[config.mk]
export PLATFORM = sky130hd
export DESIGN_NAME = adcw_alu
export DESIGN_NICKNAME = d
export VERILOG_FILES = /design/src/rtl/adcw_pkg.sv /design/src/rtl/adcw_operands.sv /design/src/rtl/adcw_adder.sv /design/src/rtl/adcw_flags.sv /design/src/rtl/adcw_alu.sv
export SDC_FILE = /design/constraint.sdc
export NUM_CORES = 1
export LEC_CHECK = 0
export ABC_AREA = 1
export CAP_MARGIN = 20
export CORE_MARGIN = 2
export CORE_UTILIZATION = 50
export DETAILED_ROUTE_END_ITERATION = 16
export PLACE_DENSITY = 0.8
export SLEW_MARGIN = 15
export SYNTH_ARGS = -nofsm -noshare
export SYNTH_HDL_FRONTEND = slang
export SYNTH_SLANG_ARGS = --single-unit
[constraint.sdc]
create_clock -name clk -period 5.4 [get_ports clk]
set_clock_uncertainty 0.05 [all_clocks]
set_input_delay 1.08 -clock clk [delete_from_list [all_inputs] [get_ports clk]]
set_output_delay 1.08 -clock clk [all_outputs]
set_load 0.02 [all_outputs]
[src/rtl/adcw_pkg.sv]
package adcw_pkg;

    localparam int unsigned XLEN    = 64;
    localparam int unsigned IMM_W   = 32;
    localparam int unsigned NUM_SZ  = 4;
    localparam int unsigned NUM_ISZ = 3;
    localparam int unsigned SZ_W    = 2;

    typedef enum logic [SZ_W-1:0] {
        OPSZ_B = 2'd0,
        OPSZ_W = 2'd1,
        OPSZ_D = 2'd2,
        OPSZ_Q = 2'd3
    } opsz_e;

    typedef struct packed {
        logic of;
        logic sf;
        logic zf;
        logic af;
        logic cf;
        logic pf;
    } flags_t;

    function automatic logic [XLEN-1:0] size_mask(input logic [SZ_W-1:0] sz);
        return {XLEN{1'b1}} >> (XLEN - (8 << sz));
    endfunction

    function automatic int unsigned size_bits(input logic [SZ_W-1:0] sz);
        return 8 << sz;
    endfunction

endpackage

[src/rtl/adcw_operands.sv]
module adcw_operands
    import adcw_pkg::*;
(
    input  logic [XLEN-1:0]  dst_i,
    input  logic [XLEN-1:0]  src_i,
    input  logic             use_imm_i,
    input  logic [IMM_W-1:0] imm_i,
    input  logic [SZ_W-1:0]  imm_sz_i,
    input  logic [SZ_W-1:0]  op_sz_i,
    output logic [XLEN-1:0]  a_o,
    output logic [XLEN-1:0]  b_o,
    output logic [XLEN-1:0]  mask_o
);

    logic [XLEN-1:0] mask_tab [NUM_SZ];
    logic [XLEN-1:0] imm_tab  [NUM_ISZ];
    logic [SZ_W-1:0] imm_sel;
    logic [XLEN-1:0] src_raw;

    // One mask per operand size
    for (genvar g = 0; g < NUM_SZ; g++) begin : g_mask
        localparam int unsigned W = 8 << g;
        assign mask_tab[g] = {XLEN{1'b1}} >> (XLEN - W);
    end

    // Immediate sign-extended from each encodable size
    for (genvar k = 0; k < NUM_ISZ; k++) begin : g_imm
        localparam int unsigned IW = 8 << k;
        assign imm_tab[k] = {{(XLEN-IW){imm_i[IW-1]}}, imm_i[IW-1:0]};
    end

    // Size code 3 on the immediate is treated as 32 bits
    assign imm_sel = (imm_sz_i == 2'd3) ? 2'd2 : imm_sz_i;

    always_comb begin
        mask_o  = mask_tab[op_sz_i];
        src_raw = use_imm_i ? imm_tab[imm_sel] : src_i;
        a_o     = dst_i & mask_o;
        b_o     = src_raw & mask_o;
    end

endmodule

[src/rtl/adcw_adder.sv]
module adcw_adder
    import adcw_pkg::*;
(
    input  logic [XLEN-1:0] a_i,
    input  logic [XLEN-1:0] b_i,
    input  logic            cin_i,
    input  logic [SZ_W-1:0] op_sz_i,
    input  logic [XLEN-1:0] mask_i,
    output logic [XLEN-1:0] res_o,
    output logic            co_o,
    output logic            ov_o,
    output logic            sign_o,
    output logic            af_o
);

    logic [XLEN:0]     sum;
    logic [NUM_SZ-1:0] co_v;
    logic [NUM_SZ-1:0] ov_v;
    logic [NUM_SZ-1:0] sg_v;

    // Masked operands make bit W of the sum the carry out at width W
    assign sum = {1'b0, a_i} + {1'b0, b_i} + {{XLEN{1'b0}}, cin_i};

    for (genvar g = 0; g < NUM_SZ; g++) begin : g_size
        localparam int unsigned W = 8 << g;
        assign co_v[g] = sum[W];
        assign sg_v[g] = sum[W-1];
        assign ov_v[g] = (a_i[W-1] ~^ b_i[W-1]) & (sum[W-1] ^ a_i[W-1]);
    end

    always_comb begin
        res_o  = sum[XLEN-1:0] & mask_i;
        co_o   = co_v[op_sz_i];
        ov_o   = ov_v[op_sz_i];
        sign_o = sg_v[op_sz_i];
        af_o   = a_i[4] ^ b_i[4] ^ sum[4];
    end

endmodule

[src/rtl/adcw_flags.sv]
module adcw_flags
    import adcw_pkg::*;
(
    input  logic [XLEN-1:0] res_i,
    input  logic            co_i,
    input  logic            ov_i,
    input  logic            sign_i,
    input  logic            af_i,
    output flags_t          flags_o
);

    always_comb begin
        flags_o.of = ov_i;
        flags_o.sf = sign_i;
        flags_o.zf = ~|res_i;
        flags_o.af = af_i;
        flags_o.cf = co_i;
        flags_o.pf = ~^res_i[7:0];
    end

endmodule

[src/rtl/adcw_alu.sv]
module adcw_alu
    import adcw_pkg::*;
#(
    parameter bit REG_OUT = 1'b1
) (
    input  logic             clk,
    input  logic             rst_n,
    input  logic             in_valid,
    input  logic [XLEN-1:0]  dst_i,
    input  logic [XLEN-1:0]  src_i,
    input  logic             use_imm_i,
    input  logic [IMM_W-1:0] imm_i,
    input  logic [SZ_W-1:0]  imm_sz_i,
    input  logic [SZ_W-1:0]  op_sz_i,
    input  logic             cf_i,
    output logic             out_valid,
    output logic [XLEN-1:0]  res_o,
    output logic             of_o,
    output logic             sf_o,
    output logic             zf_o,
    output logic             af_o,
    output logic             cf_o,
    output logic             pf_o
);

    logic [XLEN-1:0] opa_w;
    logic [XLEN-1:0] opb_w;
    logic [XLEN-1:0] mask_w;
    logic [XLEN-1:0] sum_w;
    logic            co_w;
    logic            ov_w;
    logic            sign_w;
    logic            af_w;
    flags_t          flags_w;

    flags_t          flags_q;
    logic [XLEN-1:0] res_q;
    logic            vld_q;
    logic [SZ_W-1:0] sz_q;

    adcw_operands u_ops (
        .dst_i     (dst_i),
        .src_i     (src_i),
        .use_imm_i (use_imm_i),
        .imm_i     (imm_i),
        .imm_sz_i  (imm_sz_i),
        .op_sz_i   (op_sz_i),
        .a_o       (opa_w),
        .b_o       (opb_w),
        .mask_o    (mask_w)
    );

    adcw_adder u_add (
        .a_i     (opa_w),
        .b_i     (opb_w),
        .cin_i   (cf_i),
        .op_sz_i (op_sz_i),
        .mask_i  (mask_w),
        .res_o   (sum_w),
        .co_o    (co_w),
        .ov_o    (ov_w),
        .sign_o  (sign_w),
        .af_o    (af_w)
    );

    adcw_flags u_flg (
        .res_i   (sum_w),
        .co_i    (co_w),
        .ov_i    (ov_w),
        .sign_i  (sign_w),
        .af_i    (af_w),
        .flags_o (flags_w)
    );

    if (REG_OUT) begin : g_reg
        always_ff @(posedge clk) begin
            if (!rst_n) begin
                vld_q   <= 1'b0;
                res_q   <= '0;
                flags_q <= '0;
                sz_q    <= '0;
            end else begin
                vld_q <= in_valid;
                if (in_valid) begin
                    res_q   <= sum_w;
                    flags_q <= flags_w;
                    sz_q    <= op_sz_i;
                end
            end
        end

        a_r11_valid_follows: assert property (@(posedge clk) disable iff (!rst_n)
            in_valid |=> out_valid);

        a_r12_hold_result: assert property (@(posedge clk) disable iff (!rst_n)
            !in_valid |=> ($stable(res_o) && $stable(cf_o) && $stable(zf_o)));
    end else begin : g_comb
        always_comb begin
            vld_q   = in_valid;
            res_q   = sum_w;
            flags_q = flags_w;
            sz_q    = op_sz_i;
        end
    end

    always_comb begin
        out_valid = vld_q;
        res_o     = res_q;
        of_o      = flags_q.of;
        sf_o      = flags_q.sf;
        zf_o      = flags_q.zf;
        af_o      = flags_q.af;
        cf_o      = flags_q.cf;
        pf_o      = flags_q.pf;
    end

    // Result bits above the size held in the output stage are zero
    a_r10_upper_zero: assert property (@(posedge clk) disable iff (!rst_n)
        out_valid |-> ((res_o & ~size_mask(sz_q)) == '0));

    // Sign flag tracks the top result bit at the registered size
    a_r6_sign_msb: assert property (@(posedge clk) disable iff (!rst_n)
        out_valid |-> (sf_o == res_o[size_bits(sz_q)-1]));

    a_r7_zero_flag: assert property (@(posedge clk) disable iff (!rst_n)
        out_valid |-> (zf_o == (res_o == '0)));

    a_r9_parity: assert property (@(posedge clk) disable iff (!rst_n)
        out_valid |-> (pf_o == ~^res_o[7:0]));

    // An 8-bit immediate fills the bits above it with its sign in a wider operand
    a_r3_imm_sext: assert property (@(posedge clk) disable iff (!rst_n)
        (use_imm_i && imm_sz_i == 2'd0 && op_sz_i != 2'd0)
            |-> (opb_w[15:8] == {8{imm_i[7]}}));

    // Overflow needs equal operand signs at the selected width
    a_r5_overflow_signs: assert property (@(posedge clk) disable iff (!rst_n)
        ov_w |-> (opa_w[size_bits(op_sz_i)-1] == opb_w[size_bits(op_sz_i)-1]));

endmodule

==> report_table.html, run 1 <==
<table>
<tr><th>Metric</th><th>Value</th></tr>
<tr><th colspan="2">CTS</th></tr>
<tr><td>TritonCTS clock tree</td><td>built</td></tr>
<tr><td>Cell chosen for the clock root</td><td>clkbuf_16</td></tr>
<tr><td>Clk_lat worst skew</td><td>0.34 ns</td></tr>
<tr><td>CTS max path bufs</td><td>2</td></tr>
<tr><td>Resize count post-CTS</td><td>0</td></tr>
<tr><td>Clock sink count</td><td>between 70 and 80</td></tr>
<tr><td>H-tree levels</td><td>3</td></tr>
<tr><td>Number of buffers added to fix hold violations after cts</td><td>0</td></tr>
<tr><td>Clock buffer count from CTS</td><td>9</td></tr>
<tr><td>Buffers inserted by post-CTS timing repair</td><td>0</td></tr>
<tr><td>Register clock-pin slew on the reported worst setup and hold paths</td><td>0.06 ns</td></tr>
<tr><th colspan="2">Synthesis</th></tr>
<tr><td>Net count after synthesis</td><td>between 2000 and 2500</td></tr>
<tr><td>Leading area contributor after synthesis</td><td>nand2_1</td></tr>
<tr><td>Synthesized instance count</td><td>1953</td></tr>
<tr><td>Number of enable flip-flop cells after synthesis</td><td>0</td></tr>
<tr><td>Mean cell area of the mapped netlist</td><td>5.19 sq um</td></tr>
<tr><td>Post-synthesis cell area</td><td>0.0101 sq mm</td></tr>
<tr><td>Proportion of synthesized area in mux cells</td><td>0%</td></tr>
<tr><td>Predominant post-synthesis flop cell</td><td>dfxtp_1</td></tr>
<tr><td>Main combinational cell family by area after synthesis</td><td>simple AND/OR/NAND/NOR gates</td></tr>
<tr><td>Adder-cell share of the synthesized area</td><td>8.67%</td></tr>
<tr><td>Area fraction in compound gates after synthesis</td><td>14.7%</td></tr>
<tr><td>Largest cells by area after synthesis</td><td>nand2_1, dfxtp_1, inv_1, nor2_1, ha_1</td></tr>
<tr><td>Netlist cell types</td><td>39</td></tr>
<tr><td>Share of the yosys chip area belonging to registers</td><td>14.0%</td></tr>
<tr><td>Portion of synthesized cell area occupied by the leading cell type</td><td>23.6%</td></tr>
<tr><td>Xor-xnor portion of the synthesized cell area</td><td>less than 1%</td></tr>
<tr><td>Share of synthesized registers carrying an async set or reset</td><td>0%</td></tr>
<tr><td>Register bit count reported by yosys</td><td>71</td></tr>
<tr><td>Simple-gate share of the synthesized area</td><td>45.3%</td></tr>
<tr><td>Warning count from the yosys run</td><td>0</td></tr>
<tr><th colspan="2">Power</th></tr>
<tr><td>Overall power consumption</td><td>2.32 mW</td></tr>
<tr><td>Max rail drop VDD</td><td>0.198 mV</td></tr>
<tr><td>Ratio of total power to cell area</td><td>about 180 mW/mm^2</td></tr>
<tr><td>Static leakage</td><td>7.16 nW</td></tr>
<tr><th colspan="2">Place</th></tr>
<tr><td>Placer's final routability congestion estimate</td><td>1.04</td></tr>
<tr><td>Placed wire-length estimate</td><td>34.1 mm</td></tr>
<tr><td>Buffers added on ports</td><td>239</td></tr>
<tr><th colspan="2">Detailed routing</th></tr>
<tr><td>Antenna viol nets, final</td><td>0</td></tr>
<tr><td>DR pass1 iterations</td><td>6</td></tr>
<tr><td>Via-per-instance ratio</td><td>5.29</td></tr>
<tr><td>Iter 0 DRT Violations</td><td>1003</td></tr>
<tr><td>Count of unresolved DRC violations after routing</td><td>0</td></tr>
<tr><td>Total number of vias</td><td>12900</td></tr>
<tr><td>Aggregate routed wire length</td><td>approximately 40 mm</td></tr>
<tr><td>Routed len/inst</td><td>between 15 and 20 microns</td></tr>
<tr><th colspan="2">Setup path</th></tr>
<tr><td>Type of element launching the critical path</td><td>primary input</td></tr>
<tr><td>Required time worst endpoint</td><td>5.62 ns</td></tr>
<tr><td>CP cell instances</td><td>clkdlybuf4s50_1, a21oi_1, o21ai_2, o21ai_0, nand2_1, nand2_1, buf_12, nor2_1, ha_1, nand2_1, nor2_1, inv_1, nor3_1, nand3_1, nand2_1, nand2_1, nand3_1, nand2_1, inv_1, nand3_1, nor2_1, nand2_1, a21oi_2</td></tr>
<tr><td>Worst path top cell family by delay</td><td>simple AND/OR/NAND/NOR gates</td></tr>
<tr><td>Max stage delay cell, worst path</td><td>clkdlybuf4s50_1</td></tr>
<tr><td>Category of the most critical setup path</td><td>in2reg</td></tr>
<tr><td>Instance count on the critical path</td><td>23</td></tr>
<tr><td>Most common cell type on the critical path</td><td>nand2_1</td></tr>
<tr><td>Critical Path AT</td><td>~5.3 ns</td></tr>
<tr><td>CP Capture Type</td><td>flop</td></tr>
<tr><td>Worst Path Buf+Inv</td><td>4</td></tr>
<tr><td>Number of cells on the worst reg-to-reg path</td><td>2</td></tr>
<tr><td>Slowest stage delay, CP</td><td>0.56 ns</td></tr>
<tr><td>Maximum fanout count along the critical path</td><td>32</td></tr>
<tr><th colspan="2">Global route</th></tr>
<tr><td>Vias in the first global route</td><td>12600</td></tr>
<tr><td>Global-route wire length before repair</td><td>between 60 and 70 mm</td></tr>
<tr><td>GRT overflow</td><td>0</td></tr>
<tr><td>Total track usage</td><td>37.1%</td></tr>
<tr><td>Initial antenna violation count</td><td>0</td></tr>
<tr><td>Pin count of the biggest net entering global routing</td><td>134</td></tr>
<tr><th colspan="2">Job</th></tr>
<tr><td>Number of max-cap violations</td><td>0</td></tr>
<tr><th colspan="2">Timing</th></tr>
<tr><td>Actual transition at the worst max-transition pin</td><td>0.777 ns</td></tr>
<tr><td>Slew Limit Fails</td><td>0</td></tr>
<tr><td>Number of failing setup endpoints in the final timing report</td><td>0</td></tr>
<tr><td>Final-layout worst hold slack</td><td>0.420 ns</td></tr>
<tr><td>Clock period minus worst slack</td><td>5.10 ns</td></tr>
<tr><td>Share of the cycle needed by the critical path after routing</td><td>94.5%</td></tr>
<tr><td>Tightest slew margin relative to the limit</td><td>about half</td></tr>
<tr><td>Setup repair after global routing missed its margin</td><td>no</td></tr>
<tr><td>Sum of negative setup slack</td><td>0 ns</td></tr>
<tr><td>Final Hold Vio Count</td><td>0</td></tr>
<tr><td>Max Freq</td><td>196 MHz</td></tr>
<tr><th colspan="2">Final layout</th></tr>
<tr><td>Area occupied by registers</td><td>0.00142 sq mm</td></tr>
<tr><td>Filler cells</td><td>1969</td></tr>
<tr><td>Layout Nets</td><td>2405</td></tr>
<tr><td>Post-synthesis to final-layout area growth</td><td>29.9%</td></tr>
<tr><td>Commonest cells after routing, fill and taps aside</td><td>nand2_1, inv_1, clkdlybuf4s50_1</td></tr>
<tr><td>Ratio of cells with drive above 1 in the final layout</td><td>5.25%</td></tr>
<tr><td>Area taken by multi-input logic gates</td><td>between 0.007 and 0.008 sq mm</td></tr>
<tr><td>Number of diodes</td><td>0</td></tr>
<tr><td>Commonest non-fill, non-tap cell in the layout</td><td>nand2_1</td></tr>
<tr><th colspan="2">Floorplanning</th></tr>
<tr><td>Total core area</td><td>around 0.020 sq mm</td></tr>
<tr><td>Die area</td><td>0.0214 sq mm</td></tr>
<tr><td>Horiz. Die Dim</td><td>146 microns</td></tr>
<tr><td>Height of the die</td><td>146 microns</td></tr>
<tr><td>Starting utilization of the core area</td><td>50.6%</td></tr>
<tr><td>Row count</td><td>52</td></tr>
<tr><td>Num ports</td><td>240</td></tr>
<tr><th colspan="2">Worst hold path</th></tr>
<tr><td>HP Class</td><td>reg2reg</td></tr>
<tr><td>Hold Path Cell Cnt</td><td>2</td></tr>
<tr><th colspan="2">Run status</th></tr>
<tr><td>Run status</td><td>completed</td></tr>
</table>
-- where the power goes --
part | total, mW | switching [mW] | internal [mW]
clock | 0.703 | 0.236 | 0.467
sequential | 0.587 | 0.0223 | 0.564
combinational | 1.03 | 0.613 | 0.414
total | 2.32 | 0.871 | 1.45
-- stage by stage --
step	setup WS, ns	util [%]	instances	instance area [sq um]
2_1_floorplan	1.37	-	1953	10100
3_3_place_gp	0.109	63.8	2425	12800
3_5_place_dp	0.00889	63.8	2425	12800
4_1_cts	0.333	65.6	2441	13100
5_1_grt	0.0624	65.7	2442	13200
6_report	0.299	65.7	2442	13200
-- layer usage --
| metal | vias to the layer above | global-route usage (%) | wire, microns |
|---|---|---|---|
| met1 | 5735 | 40.7 | 15500 |
| met4 | 0 | 24.4 | 3170 |
| met2 | 560 | 66.9 | 19300 |
| met3 | 158 | 4.91 | 2530 |
| li1 | 6477 | - | - |
| met5 | - | 0 | 0 |
-- cell usage after synthesis (2+ instances only) --
cell type / instances
buf_1: 2
a211oi_1: 2
nor2_1: 225
nand2_2: 22
nor2_4: 3
a21oi_1: 140
nand4_1: 22
nand3_2: 14
fa_1: 2
inv_2: 14
nand2_1: 638
ha_1: 67
o21ai_0: 86
xor2_1: 7
clkinv_1: 3
nand3_1: 115
inv_1: 373
clkbuf_1: 47
nor3_1: 4
o21bai_1: 8
buf_2: 3
xnor2_1: 4
nor2_2: 22
dfxtp_1: 71
a21o_1: 2
o211ai_1: 28
nand3b_1: 17
-- worst register-to-register path, stage by stage (launching register included) --
cell and delay, ns:
dfxtp_1 0.32, o21ai_0 0.24, a21oi_1 0.06
-- sequential cells by signal, indices dropped and copies added, names as in the netlist --
register / flops
af_o: 1
cf_o: 1
of_o: 1
out_valid: 1
pf_o: 1
res_o: 64
sf_o: 1
zf_o: 1
-- kinds of logic after synthesis --
group	after synthesis
AO/OA/AOI/OAI	273
adder cells (fa/ha/maj)	69
AND/OR/NAND/NOR	1087
flip-flops	71
XOR/XNOR	11
buffers and inverters	442
-- worst paths after layout --
check | start | endpoint | slack [ns]
setup / recovery | imm_sz_i[0] | zf_o | 0.30
hold reg to reg | of_o | of_o | 0.42
setup reg to reg | res_o[0] | res_o[0] | 4.59
hold / removal | of_o | of_o | 0.42
-- cell type report --
type | instances | share of cell area, %
repair buffers | 255 | 19.3
inverters | 390 | 11.1
multi-input cells | 1440 | 53.6
well taps | 270 | 2.56
clock buffers | 10 | 1.81
flip-flops and latches | 71 | 10.8
clock inverters | 6 | 0.883
No activity file was read; power rests on OpenSTA's default activity.
==> run 2, diff against run 1 <==
--- a/config.mk
+++ b/config.mk
@@ -8,9 +8,9 @@
 export ABC_AREA = 1
 export CAP_MARGIN = 20
 export CORE_MARGIN = 2
-export CORE_UTILIZATION = 50
+export CORE_UTILIZATION = 55
 export DETAILED_ROUTE_END_ITERATION = 16
-export PLACE_DENSITY = 0.8
+export PLACE_DENSITY = 0.87
 export SLEW_MARGIN = 15
 export SYNTH_ARGS = -nofsm -noshare
 export SYNTH_HDL_FRONTEND = slang
==> constraint.sdc (replaced) <==
create_clock -name clk -period 5.4 [get_ports clk]
set_clock_uncertainty 0.05 [all_clocks]
set_input_delay 0.54 -clock clk [delete_from_list [all_inputs] [get_ports clk]]
set_output_delay 0.54 -clock clk [all_outputs]
set_load 0.02 [all_outputs]
==> report_table.html, run 2 (synthesis gave the netlist of run 1 again) <==
<table>
<tr><th>Metric</th><th>Value</th></tr>
<tr><th colspan="2">Run status</th></tr>
<tr><td>Run status</td><td>completed</td></tr>
<tr><th colspan="2">Detailed routing</th></tr>
<tr><td>Iter 0 DRT Violations</td><td>1004 (+0.10%)</td></tr>
<tr><td>Antenna viol nets, final</td><td>0 (unchanged)</td></tr>
<tr><td>Total number of vias</td><td>13000 (+0.55%)</td></tr>
<tr><td>Aggregate routed wire length</td><td>38.1 mm (-6.0%)</td></tr>
<tr><td>Routed len/inst</td><td>15.9 microns (-4.1%)</td></tr>
<tr><td>Via-per-instance ratio</td><td>5.43 (+2.6%)</td></tr>
<tr><td>DR pass1 iterations</td><td>8 (+2)</td></tr>
<tr><td>Count of unresolved DRC violations after routing</td><td>0 (unchanged)</td></tr>
<tr><th colspan="2">CTS</th></tr>
<tr><td>CTS max path bufs</td><td>2 (unchanged)</td></tr>
<tr><td>H-tree levels</td><td>3 (unchanged)</td></tr>
<tr><td>TritonCTS clock tree</td><td>built</td></tr>
<tr><td>Clock sink count</td><td>71 (unchanged)</td></tr>
<tr><td>Resize count post-CTS</td><td>0 (unchanged)</td></tr>
<tr><td>Number of buffers added to fix hold violations after cts</td><td>0 (unchanged)</td></tr>
<tr><td>Register clock-pin slew on the reported worst setup and hold paths</td><td>0.06 ns (about the same)</td></tr>
<tr><td>Clock buffer count from CTS</td><td>9 (unchanged)</td></tr>
<tr><td>Cell chosen for the clock root</td><td>clkbuf_16</td></tr>
<tr><td>Buffers inserted by post-CTS timing repair</td><td>0 (unchanged)</td></tr>
<tr><td>Clk_lat worst skew</td><td>0.33 ns (about the same)</td></tr>
<tr><th colspan="2">Floorplanning</th></tr>
<tr><td>Die area</td><td>0.0195 sq mm (-8.8%)</td></tr>
<tr><td>Horiz. Die Dim</td><td>140 microns (-4.5%)</td></tr>
<tr><td>Row count</td><td>49 (-5.8%)</td></tr>
<tr><td>Height of the die</td><td>140 microns (-4.5%)</td></tr>
<tr><td>Starting utilization of the core area</td><td>56.2% (+5.7 points)</td></tr>
<tr><td>Total core area</td><td>0.0180 sq mm (-10%)</td></tr>
<tr><td>Num ports</td><td>240 (unchanged)</td></tr>
<tr><th colspan="2">Final layout</th></tr>
<tr><td>Number of diodes</td><td>0 (unchanged)</td></tr>
<tr><td>Ratio of cells with drive above 1 in the final layout</td><td>4.85% (-0.40 points)</td></tr>
<tr><td>Layout Nets</td><td>2397 (-0.33%)</td></tr>
<tr><td>Commonest non-fill, non-tap cell in the layout</td><td>nand2_1</td></tr>
<tr><td>Max reg flops</td><td>64 (unchanged)</td></tr>
<tr><td>Filler cells</td><td>1664 (-15%)</td></tr>
<tr><td>Area taken by multi-input logic gates</td><td>0.00705 sq mm (about the same)</td></tr>
<tr><td>Post-layout instance count excluding filler cells</td><td>2393 (-2.0%)</td></tr>
<tr><td>Core utilization of the finished layout</td><td>72.1% (+6.3 points)</td></tr>
<tr><td>Final cell area excluding filler cells</td><td>0.0130 sq mm (-1.4%)</td></tr>
<tr><td>Commonest cells after routing, fill and taps aside</td><td>nand2_1, inv_1, clkdlybuf4s50_1</td></tr>
<tr><td>Post-synthesis to final-layout area growth</td><td>28.2%</td></tr>
<tr><td>Area occupied by registers</td><td>0.00142 sq mm (unchanged)</td></tr>
<tr><th colspan="2">Timing</th></tr>
<tr><td>Share of the cycle needed by the critical path after routing</td><td>82.9% (-12 points)</td></tr>
<tr><td>Clock period minus worst slack</td><td>4.47 ns (-0.627 ns)</td></tr>
<tr><td>Final worst-path setup slack</td><td>0.925 ns (+0.627 ns)</td></tr>
<tr><td>Final-layout worst hold slack</td><td>0.434 ns (+0.0141 ns)</td></tr>
<tr><td>Actual transition at the worst max-transition pin</td><td>1.09 ns (+0.313 ns)</td></tr>
<tr><td>Max Freq</td><td>223 MHz (+14%)</td></tr>
<tr><td>Sum of negative setup slack</td><td>0 ns (unchanged)</td></tr>
<tr><td>Tightest slew margin relative to the limit</td><td>27.3% (-21 points)</td></tr>
<tr><td>Final Hold Vio Count</td><td>0 (unchanged)</td></tr>
<tr><td>Slew Limit Fails</td><td>0 (unchanged)</td></tr>
<tr><td>Setup repair after global routing missed its margin</td><td>no</td></tr>
<tr><td>Number of failing setup endpoints in the final timing report</td><td>0 (unchanged)</td></tr>
<tr><th colspan="2">Setup path</th></tr>
<tr><td>FF-to-FF setup slack</td><td>4.56 ns (-0.03 ns)</td></tr>
<tr><td>Max stage delay cell, worst path</td><td>inv_1</td></tr>
<tr><td>Number of cells on the worst reg-to-reg path</td><td>2 (unchanged)</td></tr>
<tr><td>Worst R2R Start</td><td>res_o[20]</td></tr>
<tr><td>Category of the most critical setup path</td><td>in2reg</td></tr>
<tr><td>Most common cell type on the critical path</td><td>nand2_1</td></tr>
<tr><td>Critical Path AT</td><td>4.68 ns (-0.64 ns)</td></tr>
<tr><td>CP Capture Type</td><td>flop</td></tr>
<tr><td>Maximum fanout count along the critical path</td><td>20 (-38%)</td></tr>
<tr><td>Type of element launching the critical path</td><td>primary input</td></tr>
<tr><td>Slowest stage delay, CP</td><td>0.69 ns (+0.13 ns)</td></tr>
<tr><td>Destination of the worst register-to-register timing path</td><td>res_o[20]</td></tr>
<tr><td>CP cell instances</td><td>clkdlybuf4s50_1, inv_1, a21oi_1, ha_1, nand2_1, nor2_1, nand2_1, nor2_1, nand2_1, nand2_1, nand2_1, nand3_1, nand2_1, nor2_1, nand2_1, nor2_1, nand3_1, nor2_1, nand2_1, a21oi_2</td></tr>
<tr><td>Required time worst endpoint</td><td>5.61 ns (about the same)</td></tr>
<tr><th colspan="2">Job</th></tr>
<tr><td>Number of max-cap violations</td><td>0 (unchanged)</td></tr>
<tr><th colspan="2">Global route</th></tr>
<tr><td>Total track usage</td><td>37.4% (+0.39 points)</td></tr>
<tr><td>Global-route wire length before repair</td><td>59.6 mm (-6.0%)</td></tr>
<tr><td>Pin count of the biggest net entering global routing</td><td>134 (unchanged)</td></tr>
<tr><td>Vias in the first global route</td><td>12100 (-3.6%)</td></tr>
<tr><td>GRT overflow</td><td>0 (unchanged)</td></tr>
<tr><td>Initial antenna violation count</td><td>0 (unchanged)</td></tr>
<tr><th colspan="2">Place</th></tr>
<tr><td>Worst slack, placed</td><td>0.810 ns (+0.801 ns)</td></tr>
<tr><td>Placed cells</td><td>2377 (-2.0%)</td></tr>
<tr><td>Buffers added on ports</td><td>239 (unchanged)</td></tr>
<tr><td>Placed wire-length estimate</td><td>31.5 mm (-7.8%)</td></tr>
<tr><td>Placed inst area</td><td>0.0127 sq mm (-0.91%)</td></tr>
<tr><td>Placer's final routability congestion estimate</td><td>1.09 (+5.1%)</td></tr>
<tr><th colspan="2">Worst hold path</th></tr>
<tr><td>Hold Path Cell Cnt</td><td>2 (unchanged)</td></tr>
<tr><td>Hold Crit Start</td><td>of_o</td></tr>
<tr><td>HP Class</td><td>reg2reg</td></tr>
<tr><td>Worst hold path endpoint</td><td>of_o</td></tr>
<tr><th colspan="2">Power</th></tr>
<tr><td>Static leakage</td><td>7.08 nW (-1.1%)</td></tr>
<tr><td>Overall power consumption</td><td>2.24 mW (-3.4%)</td></tr>
<tr><td>Ratio of total power to cell area</td><td>172 mW/mm^2 (-2.0%)</td></tr>
<tr><td>Max rail drop VDD</td><td>0.217 mV (+9.4%)</td></tr>
</table>
[run 2: worst max-delay path by stage]
stage                startpoint  endpoint  cells past startpoint
floorplan            op_sz_i[0]      zf_o                     23
global placement    imm_sz_i[0]      zf_o                     27
detailed placement  imm_sz_i[0]      zf_o                     24
CTS                 imm_sz_i[0]      zf_o                     27
global route        imm_sz_i[0]      zf_o                     24
finish               op_sz_i[1]      zf_o                     20
[run 2: per-layer routing]
layer	up-vias	track usage (%)	routed length (microns)
met5	-	0	0
met4	0	21.1	2400
li1	6462	-	-
met3	155	4.99	2780
met1	5734	42.6	14800
met2	650	67.2	18100
[run 2: final cells by class]
type | instances | area share [%]
sequential | 71 | 10.9
inverter | 390 | 11.3
multi-input combinational | 1440 | 54.3
clock buffer | 9 | 1.73
timing repair buffer | 247 | 18.8
clock inverter | 7 | 0.742
tap | 229 | 2.21
[run 2: power by group]
part / internal (mW) / leakage, nW / switching (mW) / total, mW
registers: 0.564 / 0.587 / 0.0211 / 0.585
clock network: 0.405 / 0.148 / 0.234 / 0.639
logic: 0.407 / 6.34 / 0.607 / 1.01
[run 2: worst max-delay path: cells and delay by family]
family | cells | cell delay [ns]
AOI/OAI and AO/OA | 2 | 0.30
and+or+nand+nor | 15 | 2.06
buffers and inverters | 2 | 1.30
adders and majority gates | 1 | 0.46
